$ cat src/rtl/flash_cmd_pkg.sv
package flash_cmd_pkg;

    typedef enum logic [1:0] {
        SEQ_IDLE      = 2'd0,
        SEQ_HAVE_ADDR = 2'd1,
        SEQ_HAVE_CMD  = 2'd2
    } seq_state_t;

    localparam logic [7:0] OP_PROGRAM    = 8'h20;
    localparam logic [7:0] OP_SECT_ERASE = 8'h40;
    localparam logic [7:0] OP_MASS_ERASE = 8'h41;
    localparam logic [7:0] OP_ERASE_VFY  = 8'h05;

    localparam int ST_BUF_EMPTY = 7;
    localparam int ST_ALL_DONE  = 6;
    localparam int ST_PROT      = 5;
    localparam int ST_ACC       = 4;

    localparam logic [1:0] RO_STATUS = 2'd0;
    localparam logic [1:0] RO_CMD    = 2'd1;
    localparam logic [1:0] RO_ADDR   = 2'd2;
    localparam logic [1:0] RO_DATA   = 2'd3;

    function automatic logic op_is_valid(input logic [7:0] code);
        return (code == OP_PROGRAM) || (code == OP_SECT_ERASE) ||
               (code == OP_MASS_ERASE) || (code == OP_ERASE_VFY);
    endfunction

endpackage

$ cat src/rtl/flash_seq_ctrl.sv
module flash_seq_ctrl
    import flash_cmd_pkg::*;
#(
    parameter int AW          = 16,
    parameter int DW          = 16,
    parameter int ARRAY_WORDS = 49152
) (
    input  logic          clk,
    input  logic          rst_n,
    input  logic          bus_en,
    input  logic          bus_we,
    input  logic          bus_reg,
    input  logic [AW-1:0] bus_addr,
    input  logic [DW-1:0] bus_wdata,
    input  logic          wr_protected,
    input  logic          xfer,
    output logic          buf_full,
    output logic          acc_err,
    output logic          prot_viol,
    output logic          seq_idle,
    output logic [AW-1:0] hold_addr,
    output logic [DW-1:0] hold_data,
    output logic [7:0]    hold_cmd
);

    localparam logic [AW:0] ADDR_LIMIT = (AW+1)'(ARRAY_WORDS);

    seq_state_t state, state_nxt;

    logic wr_any, arr_wr, reg_wr, st_wr, cmd_wr, addr_ok, err_any;
    logic set_ae, set_pv, clr_ae, clr_pv;
    logic take_addr, take_cmd, launch, drop;

    assign wr_any  = bus_en & bus_we;
    assign arr_wr  = wr_any & ~bus_reg;
    assign reg_wr  = wr_any & bus_reg;
    assign st_wr   = reg_wr && (bus_addr[1:0] == RO_STATUS);
    assign cmd_wr  = reg_wr && (bus_addr[1:0] == RO_CMD);
    assign addr_ok = {1'b0, bus_addr} < ADDR_LIMIT;
    assign err_any = acc_err | prot_viol;

    // next-state and step decisions
    always_comb begin
        state_nxt = state;
        set_ae    = 1'b0;
        set_pv    = 1'b0;
        clr_ae    = 1'b0;
        clr_pv    = 1'b0;
        take_addr = 1'b0;
        take_cmd  = 1'b0;
        launch    = 1'b0;
        drop      = 1'b0;
        unique case (state)
            SEQ_IDLE: begin
                if (arr_wr) begin
                    if (err_any || !addr_ok) begin
                        set_ae = 1'b1;
                    end else if (wr_protected) begin
                        set_pv = 1'b1;
                    end else begin
                        take_addr = 1'b1;
                        state_nxt = SEQ_HAVE_ADDR;
                    end
                end else if (st_wr) begin
                    set_ae = bus_wdata[ST_BUF_EMPTY];
                    clr_ae = bus_wdata[ST_ACC];
                    clr_pv = bus_wdata[ST_PROT];
                end else if (reg_wr) begin
                    set_ae = 1'b1;
                end
            end
            SEQ_HAVE_ADDR: begin
                if (cmd_wr && op_is_valid(bus_wdata[7:0])) begin
                    take_cmd  = 1'b1;
                    state_nxt = SEQ_HAVE_CMD;
                end else if (wr_any) begin
                    set_ae    = 1'b1;
                    drop      = buf_full;
                    state_nxt = SEQ_IDLE;
                end
            end
            SEQ_HAVE_CMD: begin
                if (st_wr && bus_wdata[ST_BUF_EMPTY]) begin
                    launch    = 1'b1;
                    state_nxt = SEQ_IDLE;
                end else if (wr_any) begin
                    set_ae    = 1'b1;
                    drop      = buf_full;
                    state_nxt = SEQ_IDLE;
                end
            end
            default: state_nxt = SEQ_IDLE;
        endcase
    end

    // state register
    always_ff @(posedge clk or negedge rst_n) begin
        if (!rst_n) state <= SEQ_IDLE;
        else        state <= state_nxt;
    end

    // outputs: flags and holding registers
    always_ff @(posedge clk or negedge rst_n) begin
        if (!rst_n) begin
            acc_err   <= 1'b0;
            prot_viol <= 1'b0;
            buf_full  <= 1'b0;
            hold_addr <= '0;
            hold_data <= '0;
            hold_cmd  <= '0;
        end else begin
            if (set_ae)      acc_err <= 1'b1;
            else if (clr_ae) acc_err <= 1'b0;
            if (set_pv)      prot_viol <= 1'b1;
            else if (clr_pv) prot_viol <= 1'b0;
            if (launch)             buf_full <= 1'b1;
            else if (xfer || drop)  buf_full <= 1'b0;
            if (take_addr) begin
                hold_addr <= bus_addr;
                hold_data <= bus_wdata;
            end
            if (take_cmd) hold_cmd <= bus_wdata[7:0];
        end
    end

    assign seq_idle = (state == SEQ_IDLE);

endmodule

$ cat src/rtl/flash_op_engine.sv
module flash_op_engine
    import flash_cmd_pkg::*;
#(
    parameter int PROG_CYC   = 6,
    parameter int SECT_CYC   = 20,
    parameter int MASS_CYC   = 40,
    parameter int VERIFY_CYC = 4
) (
    input  logic       clk,
    input  logic       rst_n,
    input  logic       start,
    input  logic [7:0] start_cmd,
    output logic       busy,
    output logic [7:0] active_cmd
);

    localparam int MAX_A = (PROG_CYC > SECT_CYC) ? PROG_CYC : SECT_CYC;
    localparam int MAX_B = (MASS_CYC > VERIFY_CYC) ? MASS_CYC : VERIFY_CYC;
    localparam int MAX_C = (MAX_A > MAX_B) ? MAX_A : MAX_B;
    localparam int CW    = $clog2(MAX_C + 1);

    logic [CW-1:0] remain, load_len;

    always_comb begin
        unique case (start_cmd)
            OP_PROGRAM:    load_len = CW'(PROG_CYC);
            OP_SECT_ERASE: load_len = CW'(SECT_CYC);
            OP_MASS_ERASE: load_len = CW'(MASS_CYC);
            default:       load_len = CW'(VERIFY_CYC);
        endcase
    end

    always_ff @(posedge clk or negedge rst_n) begin
        if (!rst_n) begin
            busy       <= 1'b0;
            remain     <= '0;
            active_cmd <= '0;
        end else if (start && !busy) begin
            busy       <= 1'b1;
            remain     <= load_len;
            active_cmd <= start_cmd;
        end else if (busy) begin
            if (remain <= CW'(1)) busy <= 1'b0;
            else                  remain <= remain - CW'(1);
        end
    end

endmodule

$ cat src/rtl/flash_cmd_seq.sv
module flash_cmd_seq
    import flash_cmd_pkg::*;
#(
    parameter int AW          = 16,
    parameter int DW          = 16,
    parameter int ARRAY_WORDS = 49152,
    parameter int PROG_CYC    = 6,
    parameter int SECT_CYC    = 20,
    parameter int MASS_CYC    = 40,
    parameter int VERIFY_CYC  = 4
) (
    input  logic          clk,
    input  logic          rst_n,
    input  logic          bus_en,
    input  logic          bus_we,
    input  logic          bus_reg,
    input  logic [AW-1:0] bus_addr,
    input  logic [DW-1:0] bus_wdata,
    input  logic          wr_protected,
    output logic [DW-1:0] bus_rdata,
    output logic          eng_busy,
    output logic [7:0]    eng_cmd
);

    logic          buf_full, acc_err, prot_viol, seq_idle, xfer;
    logic [AW-1:0] hold_addr;
    logic [DW-1:0] hold_data;
    logic [7:0]    hold_cmd;
    logic [DW-1:0] status_word;

    assign xfer = buf_full & ~eng_busy & seq_idle;

    flash_seq_ctrl #(.AW(AW), .DW(DW), .ARRAY_WORDS(ARRAY_WORDS)) u_ctrl (
        .clk(clk), .rst_n(rst_n),
        .bus_en(bus_en), .bus_we(bus_we), .bus_reg(bus_reg),
        .bus_addr(bus_addr), .bus_wdata(bus_wdata),
        .wr_protected(wr_protected), .xfer(xfer),
        .buf_full(buf_full), .acc_err(acc_err), .prot_viol(prot_viol),
        .seq_idle(seq_idle), .hold_addr(hold_addr), .hold_data(hold_data),
        .hold_cmd(hold_cmd)
    );

    flash_op_engine #(.PROG_CYC(PROG_CYC), .SECT_CYC(SECT_CYC),
                      .MASS_CYC(MASS_CYC), .VERIFY_CYC(VERIFY_CYC)) u_eng (
        .clk(clk), .rst_n(rst_n), .start(xfer), .start_cmd(hold_cmd),
        .busy(eng_busy), .active_cmd(eng_cmd)
    );

    always_comb begin
        status_word               = '0;
        status_word[ST_BUF_EMPTY] = ~buf_full;
        status_word[ST_ALL_DONE]  = ~buf_full & ~eng_busy;
        status_word[ST_PROT]      = prot_viol;
        status_word[ST_ACC]       = acc_err;
    end

    always_comb begin
        bus_rdata = '0;
        if (bus_en && !bus_we && bus_reg) begin
            unique case (bus_addr[1:0])
                RO_STATUS: bus_rdata = status_word;
                RO_CMD:    bus_rdata = DW'(hold_cmd);
                RO_ADDR:   bus_rdata = DW'(hold_addr);
                default:   bus_rdata = hold_data;
            endcase
        end
    end

endmodule

$ cat config.mk
export PLATFORM = sky130hd
export DESIGN_NAME = flash_cmd_seq
export DESIGN_NICKNAME = d
export VERILOG_FILES = /design/src/rtl/flash_cmd_pkg.sv /design/src/rtl/flash_seq_ctrl.sv /design/src/rtl/flash_op_engine.sv /design/src/rtl/flash_cmd_seq.sv
export SDC_FILE = /design/constraint.sdc
export NUM_CORES = 1
export LEC_CHECK = 0
export BUFFER_PORTS_ARGS = -buffer_cell sky130_fd_sc_hd__buf_4
export CAP_MARGIN = 20
export CORE_ASPECT_RATIO = 1.1
export CORE_MARGIN = 5
export CORE_UTILIZATION = 45
export CTS_CLUSTER_SIZE = 20
export DETAILED_ROUTE_END_ITERATION = 12
export GPL_TIMING_DRIVEN = 1
export MAX_ROUTING_LAYER = met4
export PLACE_DENSITY = 0.69
export SYNTH_ARGS = -nofsm -noshare
export SYNTH_HDL_FRONTEND = slang
export SYNTH_HIERARCHICAL = 1
export SYNTH_SLANG_ARGS = --single-unit
$ cat constraint.sdc
create_clock -name clk -period 2 [get_ports clk]
set_input_delay 0.5 -clock clk [delete_from_list [all_inputs] [get_ports clk]]
set_output_delay 0.5 -clock clk [all_outputs]
set_load 0.02 [all_outputs]
After elaboration in Yosys (flattened, before gate mapping). Cells that the tools add are included.

Register bits after elaboration: 60. Logic and storage cells: 113. Output and inout bits: 25.

Mux-type cells: 52. Bitwise logic cells: 10. $lt $le $gt $ge: 2. Reduce and logical (&&, ||, !) cells: 23. Equality and inequality tests: 15. Add/sub/neg operators: 1.

Operator list (count): one-hot mux 16 bit (3 select lines) (1); 2-to-1 mux 1 bit (37); == test 8 x 7 -> 1 bit (second input constant) (4); 2-to-1 mux 6 bit (3); one-hot mux 6 bit (3 select lines) (1); == test 8 x 6 -> 1 bit (second input constant) (2); less-than comparator 16 bit (second input constant) (1); 2-to-1 mux 16 bit (1); 2-to-1 mux 2 bit (6); == test 8 x 3 -> 1 bit (second input constant) (1); nonzero test 2 bit (4); logical AND 1 bit (7); bitwise AND 1 bit (6); <= comparator 6 x 1 -> 1 bit (second input constant) (1); one-hot mux 2 bit (3 select lines) (1); subtractor 6 x 1 -> 6 bit (second input constant) (1); logical OR 1 bit (5); == test 2 x 1 -> 1 bit (second input constant) (2); == test 2 bit (second input constant) (2); zero test 2 bit (2); != test 2 x 1 -> 1 bit (second input constant) (2); != test 2 bit (second input constant) (2); zero test 1 bit (3); NOT 1 bit (3); other kinds (5) (5).

Longest topological paths before layout. Gate-level depths: netlist of the first run.

Word-level depth: 10. Depth in mapped cells: 8. Gate-level depth less buffers: 7.

Cells and area by module. Netlist of the first run, hierarchy kept.

Modules (own cells, without submodules): flash_seq_ctrl (instances 1, cells each 142, seq. area each 1126.1 um2, area each 1995.7 um2); flash_op_engine (instances 1, cells each 83, seq. area each 375.4 um2, area each 778.2 um2); flash_cmd_seq (instances 1, cells each 46, seq. area each 0.0 um2, area each 377.9 um2).

Least setup slack after synthesis of the first run. Ideal clock, no wire load.

Path type: reg2reg. From: register u_ctrl.state[0]. To: register u_eng.remain[5]. Stages on the path, launching flop included: 8. Arrival: 1895 ps. Clock period less this slack: 1971 ps. Setup slack: 29 ps. Path buffers: 0. Data required time: 1923 ps. Cell sequence: dfrtp_1 > inv_1 > ha_1 > nor3b_1 > nor4b_2 > and4b_1 > a31oi_1 > o21ai_1.

Longest elaborated chain between the ends: 5. Elaborated cells between the ends (all ways): 7. Those cells by class: eq/ne: 1; mux: 1; bitwise: 1; reduce/logical: 4.

RTL lines: start: declaration (line flash_seq_ctrl.sv:28) `seq_state_t state, state_nxt;`; start signal: assignment (line flash_seq_ctrl.sv:99) `else state <= state_nxt;`; zero test 2 bit (*) (line flash_seq_ctrl.sv:126) `assign seq_idle = (state == SEQ_IDLE);`; net seq_idle (line flash_cmd_seq.sv:25) `logic buf_full, acc_err, prot_viol, seq_idle, xfer;`; bitwise AND 1 bit (*) (line flash_cmd_seq.sv:31) `assign xfer = buf_full & ~eng_busy & seq_idle;`; net xfer (line flash_cmd_seq.sv:25); logical AND 1 bit (*) (line flash_op_engine.sv:38) `end else if (start && !busy) begin`; != test 2 x 1 -> 1 bit (no source line) or nonzero test 2 bit (tied branches); AND reduction 2 bit (no source line); end signal: assignment (line flash_op_engine.sv:40) `remain <= load_len;`; end signal: assignment (line flash_op_engine.sv:44) `else remain <= remain - CW'(1);`; end: declaration (line flash_op_engine.sv:22) `logic [CW-1:0] remain, load_len;`.

The timed path passes the listed nets; every way through them passes the cells marked *. A chain may end at the register's enable or synchronous reset.

Worst setup path after layout of the first run.
From: register u_ctrl.buf_full. To: output bus_rdata[7].

Longest elaborated chain between the ends: 3.

RTL lines: start: declaration (line flash_seq_ctrl.sv:17) `output logic buf_full,`; start signal: assignment (line flash_seq_ctrl.sv:107) `buf_full <= 1'b0;`; start signal: assignment (line flash_seq_ctrl.sv:116) `if (launch) buf_full <= 1'b1;`; start signal: assignment (line flash_seq_ctrl.sv:117) `else if (xfer || drop) buf_full <= 1'b0;`; NOT 1 bit (line flash_cmd_seq.sv:51) `status_word[ST_BUF_EMPTY] = ~buf_full;`; one-hot mux 16 bit (3 select lines) (line flash_cmd_seq.sv:60) `unique case (bus_addr[1:0])`; 2-to-1 mux 16 bit (line flash_cmd_seq.sv:59) `if (bus_en && !bus_we && bus_reg) begin`; end: declaration (line flash_cmd_seq.sv:20) `output logic [DW-1:0] bus_rdata,`.

No other way between the ends.

==> results of run 1 <==
-- cell families (layout without fill, tap and decap cells) --
group,Yosys count,count (layout),synth area share
multiplexers,53,53,0.202
buffers and inverters,19,122,0.0389
adder cells (fa/ha/maj),6,6,0.0238
AND/OR/NAND/NOR,91,91,0.160
flip-flops,60,60,0.476
AO/OA/AOI/OAI,42,42,0.0988
-- where the power goes --
group,total (mW),switching (mW),internal (mW)
sequential,1.66,0.189,1.47
combinational,1.32,0.638,0.680
clock,0.982,0.502,0.480
-- registers in the layout, indices dropped and copies added (netlist names) --
name	count
u_ctrl/hold_data	16
u_eng/remain	6
u_ctrl/buf_full	1
u_ctrl/state	2
u_ctrl/hold_cmd	8
u_eng/active_cmd	8
u_ctrl/prot_viol	1
u_ctrl/hold_addr	16
u_ctrl/acc_err	1
u_eng/busy	1
-- per-stage QoR --
step	cell area (um^2)	TNS, ns	setup WS [ns]	utilization
6_report	4160	0	0.00996	0.601
2_1_floorplan	3150	0	0.0286	-
3_5_place_dp	3860	-0.164	-0.0687	0.557
3_3_place_gp	3860	-0.120	-0.0518	0.557
4_1_cts	4110	-0.0185	-0.0185	0.593
5_1_grt	4160	-0.0548	-0.0234	0.601
-- critical path, stage by stage, from the launching register on --
cell and delay (ns):
sky130_fd_sc_hd__dfrtp_1 0.39, sky130_fd_sc_hd__inv_2 0.05, sky130_fd_sc_hd__mux4_2 0.45, sky130_fd_sc_hd__nor2b_4 0.14
sky130_fd_sc_hd__buf_6 0.12
-- cells in the final DEF (no fill, tap or decap), types with 7 or more instances in the layout --
master                     count
sky130_fd_sc_hd__buf_4        90
sky130_fd_sc_hd__mux2_2       35
sky130_fd_sc_hd__dfrtp_1      58
sky130_fd_sc_hd__o21ai_0       7
sky130_fd_sc_hd__nand2_1      31
sky130_fd_sc_hd__a21oi_1       7
sky130_fd_sc_hd__clkbuf_8     10
sky130_fd_sc_hd__mux2i_1       9
sky130_fd_sc_hd__inv_1         8
sky130_fd_sc_hd__nor2_1       15
-- layer usage --
layer  up-vias  GRT usage  part of all wire  wire (um)
met5         -          -                 0          0
met4         0     0.0814             0.021        160
met3        16     0.0385             0.054        407
met2        77      0.287              0.49       3650
met1      1241      0.218              0.44       3270
li1       1189          -                 -          -
-- repair_timing --
| action | in CTS | in global routing |
|---|---|---|
| setup buffers | 5 | 3 |
| resized for setup | 9 | 7 |
| hold endpoints to repair | 0 | 0 |
| pin swaps | 1 | 0 |
| setup endpoints to repair | 5 | 22 |
-- cell type report --
cell class / count / area [um^2] / share of cell area
multi-input cells: 192 / 1570 / 0.378
flip-flops and latches: 60 / 1500 / 0.362
repair buffers: 96 / 761 / 0.183
clock buffers: 10 / 138 / 0.0331
well taps: 85 / 106 / 0.0256
clock inverters: 6 / 40.0 / 0.00962
inverters: 10 / 40.0 / 0.00962
-- how the worst min path moves through the flow --
stage                      from              end
after floorplan           rst_n   u_ctrl/acc_err
after global placement    rst_n  u_eng/remain[4]
after detailed placement  rst_n  u_eng/remain[4]
after CTS                 rst_n  u_eng/remain[4]
after global routing      rst_n  u_eng/remain[4]
final                     rst_n  u_eng/remain[4]
==> implementation parameters, run 1 <==
Parameter                              Value

Synth
  Share of the yosys chip area belonging to registers    0.476
  Synth Flop Type    sky130_fd_sc_hd__dfrtp_1
  Leading post-synthesis cells by instance count    sky130_fd_sc_hd__dfrtp_1 (60), sky130_fd_sc_hd__mux2_2 (35), sky130_fd_sc_hd__nand2_1 (31), sky130_fd_sc_hd__nor2_1 (15)
  Post-synth EDFFs    0
  Avg Inst Size Synth    ~12 um^2
  Number of synthesized register bits    60
  Synthesized netlist net count    315
  Count of mapped cells out of synthesis    271
  Cells taking the most area after synthesis    sky130_fd_sc_hd__dfrtp_1 (48%), sky130_fd_sc_hd__mux2_2 (13%), sky130_fd_sc_hd__nand2_1 (3.7%), sky130_fd_sc_hd__mux2i_1 (2.9%), sky130_fd_sc_hd__ha_1 (2.4%)
  Top cell type by total area after synthesis    sky130_fd_sc_hd__dfrtp_1
  Warning count from the yosys run    6
  Most common cell in the synthesized netlist    sky130_fd_sc_hd__dfrtp_1
  Fraction of registers with async set or reset after synthesis    1.00
  Total standard cell area after synthesis    3150 um^2
  Netlist cell types    a little under 50
  Area fraction of the dominant cell type after synthesis    0.476

Die
  Starting utilization of the core area    0.455
  Height of the die    97.8 um
  Die Span X    between 80 and 90 um
  # IOs    63
  Site row count    32
  Total Die Area    a little under 9000 um^2
  Core outline area    6930 um^2

Power
  Ratio of total power to cell area    952 nW/um^2
  VDD IR max    0.595 mV
  Total power consumption of the routed design    3.96 mW
  Static power due to leakage    2.01 nW

Global routing
  Via count of the first global-routing pass    2701
  Pin count of the biggest net entering global routing    between 40 and 50
  Overflow left after global routing    0
  Number of antenna violations at the first check in global routing    0
  GRT Overall Usage    0.180
  Global-route wire length before repair    12500 um

Status
  Run status    completed

STA
  Time the final worst path needs with I/O delays and setup    1.99 ns
  Hold slack    0.0332 ns
  Number of slew-limit violations in the final report    0
  Ratio of final minimum period to clock period    0.995
  Slew at the pin with the worst max-slew slack    0.501 ns
  Setup repair after global routing missed its margin    yes
  Total setup violations reported at the end of the flow    0
  Worst slew slack as a fraction of its limit    0.663
  Clock Skews    0.00729 ns
  Fin. Hold Viols    0
  Fmax    0.503 GHz

Route
  DRC marker count from the first detailed-route iteration    roughly 150
  Antenna-violating nets left    0
  Wire length per cell after detailed routing    16.3 um
  TritonRoute pass-1 iters    4
  Detail-routed via count per cell    5.50
  DRC    0
  Routed wire length    7480 um
  Via total after detailed routing    2523

Worst setup path
  Worst setup path category    flip-flop to primary output
  Largest fanout on the critical path    3
  Critical path capture point type    primary output
  Capture point of the worst path    bus_rdata[7]
  Cell count of the worst reg-to-reg path    6
  Required time of the worst setup path    1.50 ns
  Worst reg2reg path endpoint    u_ctrl/hold_data[6]
  Reg-to-reg setup timing slack    0.12 ns
  Startpoint of the most critical register-to-register path    u_ctrl/state[0]
  CP Data Arrival Time    1.49 ns
  Worst setup startpoint    u_ctrl/buf_full
  Startpoint types    flip-flop

Cells and area
  Filler cell count in the final layout    591
  Final standard cell count with taps included and fillers excluded    459
  Ratio of cells with drive above 1 in the final layout    0.457
  Relative area change from synthesis to final layout    32.0%
  Antenna diode count    0
  Post-layout nets    413

Placement
  Placer's final routability congestion estimate    roughly 0.84
  Detailed placement HPWL    about 5500 um
  Buffers on Ports    62
  Placed cell count    435

Clocking
  Sink count of the clock tree    60
  Buffer levels on the longest clock path    2
  CTS HTree Levels    3
  Cell chosen for the clock root    sky130_fd_sc_hd__clkbuf_8
  Number of buffers inserted for hold repair after clock tree synthesis    0
  Register clock-pin slew on the reported worst setup and hold paths    approximately 0.07 ns
  Clock Latency Late Sink    0.34 ns
  Total clock buffers created by CTS    9
  CTS tree    built

Min path
  Worst hold path type    primary input to async pin

Run
  Max-Cap Viols    0
Power figures use the tool's default switching activity.
==> run 2, diff against run 1 <==
Settings changed: GPL_TIMING_DRIVEN 1 to 0, REMOVE_ABC_BUFFERS set to 1.
==> run 2 against run 1 <==
  * Count of clock-buffer cells in the layout grew 2
  * Register-to-register slack lost 0.04 ns
  * Utilization shrank 0.83 points
  * Global-route usage shrank 0.14 points
  * First-iteration DRC count shrank 31%
  * Critical path type unchanged
  * Critical endpoint is now bus_rdata[4]
  * Highest routed layer unchanged
==> implementation parameters, run 2 (synthesized netlist as in run 1, its figures left out) <==
Parameter                              Value

Route
  Top sig layer    met4
  Routed length on met3    469 um (+15%)
  DRC marker count from the first detailed-route iteration    103 (-31%)
  Wire length the detailed router placed on met1    3320 um (+1.5%)
  Routed wire length on met2    3370 um (-7.6%)
  TritonRoute pass-1 iters    4 (unchanged)
  Wire length per cell after detailed routing    16.5 um (+0.92%)
  Via total after detailed routing    2423 (-4.0%)
  Routed wire length    7270 um (-2.8%)
  Detail-routed via count per cell    5.48 (-0.27%)
  Antenna-violating nets left    0 (unchanged)
  DRC    0 (unchanged)

STA
  Ratio of final minimum period to clock period    0.986 (-0.00912)
  Setup repair after global routing missed its margin    yes
  Time the final worst path needs with I/O delays and setup    1.97 ns (-0.0182 ns)
  Fin. Hold Viols    0 (unchanged)
  Number of slew-limit violations in the final report    0 (unchanged)
  Worst slew slack as a fraction of its limit    0.497 (-0.166)
  Slew at the pin with the worst max-slew slack    0.754 ns (+0.253 ns)
  Total setup violations reported at the end of the flow    0 (unchanged)
  Clock Skews    0.0146 ns (+0.00734 ns)
  Fmax    0.507 GHz (+0.93%)

Clocking
  Clock Latency Late Sink    0.34 ns (about the same)
  CTS tree    built
  Register clock-pin slew on the reported worst setup and hold paths    0.07 ns (about the same)
  Cell chosen for the clock root    sky130_fd_sc_hd__clkbuf_8
  CTS HTree Levels    3 (unchanged)
  Total clock buffers created by CTS    9 (unchanged)
  Sink count of the clock tree    60 (unchanged)
  Buffer levels on the longest clock path    2 (unchanged)

Global routing
  Via count of the first global-routing pass    2554 (-5.4%)
  Overflow left after global routing    0 (unchanged)
  Number of antenna violations at the first check in global routing    0 (unchanged)
  Pin count of the biggest net entering global routing    61 (+49%)
  Global-route wire length before repair    12400 um (-0.66%)
  GRT Overall Usage    0.178 (-0.00142)

Worst setup path
  Worst setup startpoint    u_ctrl/hold_cmd[4]
  Largest fanout on the critical path    2 (-1)
  CP Data Arrival Time    1.47 ns (-0.02 ns)
  Worst setup path category    flip-flop to primary output
  Critical path capture point type    primary output
  Required time of the worst setup path    1.50 ns (about the same)
  Startpoint types    flip-flop
  Startpoint of the most critical register-to-register path    u_ctrl/prot_viol

Cells and area
  Biggest regs    u_ctrl/hold_addr: 16 flops, u_ctrl/hold_data: 16 flops
  Area of all sequential standard cells    1500 um^2 (unchanged)
  Multi-input gate area in the final layout    1600 um^2 (+1.7%)
  Ratio of cells with drive above 1 in the final layout    0.440 (-0.0174)
  Antenna diode count    0 (unchanged)
  Filler cell count in the final layout    584 (-1.2%)
  Commonest cells after routing, fill and taps aside    sky130_fd_sc_hd__buf_4 (74), sky130_fd_sc_hd__dfrtp_1 (58), sky130_fd_sc_hd__mux2_2 (35), sky130_fd_sc_hd__nand2_1 (31), sky130_fd_sc_hd__nor2_1 (15)
  Relative area change from synthesis to final layout    30.2%
  Post-layout nets    396 (-4.1%)
  Commonest non-fill, non-tap cell in the layout    sky130_fd_sc_hd__buf_4
  Final standard cell count with taps included and fillers excluded    442 (-3.7%)

Power
  VDD IR max    0.720 mV (+21%)
  Fraction of power spent switching nets    0.310 (-0.0259)
  Portion of total power attributed to combinational logic    0.308 (-0.025)
  Switching power    1.29 mW (-2.8%)
  Static power due to leakage    1.95 nW (-3.0%)
  Total power consumption of the routed design    4.17 mW (+5.3%)
  Share of total power in sequential cells    0.401 (-0.018)
  Clk pwr share    0.291 (+0.043)
  Cell Int Power    2.88 mW (+9.4%)
  Ratio of total power to cell area    1020 nW/um^2 (+6.8%)

Status
  Run status    completed

Run
  Max-Cap Viols    0 (unchanged)

Min path
  Worst hold path type    primary input to async pin

Die
  Site row count    32 (unchanged)
  Total Die Area    8780 um^2 (unchanged)
  Height of the die    97.8 um (unchanged)
  # IOs    63 (unchanged)
  Die Span X    89.8 um (unchanged)
  Core outline area    6930 um^2 (unchanged)
  Starting utilization of the core area    0.455 (unchanged)

Placement
  Buffers on Ports    62 (unchanged)
  Placed cell count    410 (-5.7%)
  Detailed placement HPWL    4960 um (-9.9%)
  Placer's final routability congestion estimate    0.856 (+2.3%)
-- run 2: layout make-up --
cell class	instances	share of cell area
Clock buffer	12	0.0354
Multi-Input combinational cell	192	0.389
Timing Repair Buffer	79	0.155
Clock inverter	4	0.0177
Sequential cell	60	0.367
Inverter	10	0.00976
Tap cell	85	0.0259
-- run 2: critical path: stages (launching register included) --
cell and delay [ns]:
sky130_fd_sc_hd__dfrtp_2 0.42, sky130_fd_sc_hd__mux4_2 0.46, sky130_fd_sc_hd__nor2b_4 0.14, sky130_fd_sc_hd__buf_6 0.12
-- run 2: per-layer routing --
metal / global-route usage / vias up
met4: 0.0709 / 0
met2: 0.265 / 83
met3: 0.0524 / 15
li1: - / 1159
met1: 0.229 / 1166
met5: - / -
-- run 2: worst paths after layout --
kind / end / cells after the start / slack, ns
setup / recovery: bus_rdata[4] / 3 / 0.03
hold / removal: u_eng/remain[3] / 1 / 0.24
setup reg to reg: u_ctrl/hold_data[13] / 5 / 0.08
hold reg to reg: u_eng/active_cmd[4] / 2 / 0.47
max in group asynchronous: u_ctrl/hold_cmd[4] / 1 / 1.23
min in group clk: u_ctrl/hold_addr[5] / 2 / 0.38
-- run 2: what timing repair did --
item                                   CTS  global route
setup buffers                           13             3
hold buffers                             0             0
endpoints found under the hold margin    0             0
pin swaps                                1             2
resized for setup                       18             9
setup endpoints to repair               55            52
-- run 2: power by group through the flow --
stage / logic (mW) / registers, mW / clock network (mW)
2_1_floorplan: 0.823 / 1.66 / 0
3_3_place_gp: 1.07 / 1.70 / 0
3_5_place_dp: 1.11 / 1.72 / 0
4_1_cts: 1.25 / 1.67 / 1.24
5_1_grt: 1.43 / 1.71 / 1.30
6_report: 1.29 / 1.67 / 1.21
-- run 2: stage by stage --
stage	util	setup slack [ns]	hold WS [ns]	cell area, um^2	TNS (ns)
floorplan	-	-0.313	0.204	3070	-10.61
global placement	0.526	-0.843	0.461	3640	-33.76
detailed placement	0.530	-0.693	0.466	3670	-18.43
CTS	0.585	0.00526	0.257	4050	0
global route	0.592	-0.0200	0.307	4100	-0.0583
finish	0.592	0.0282	0.238	4100	0
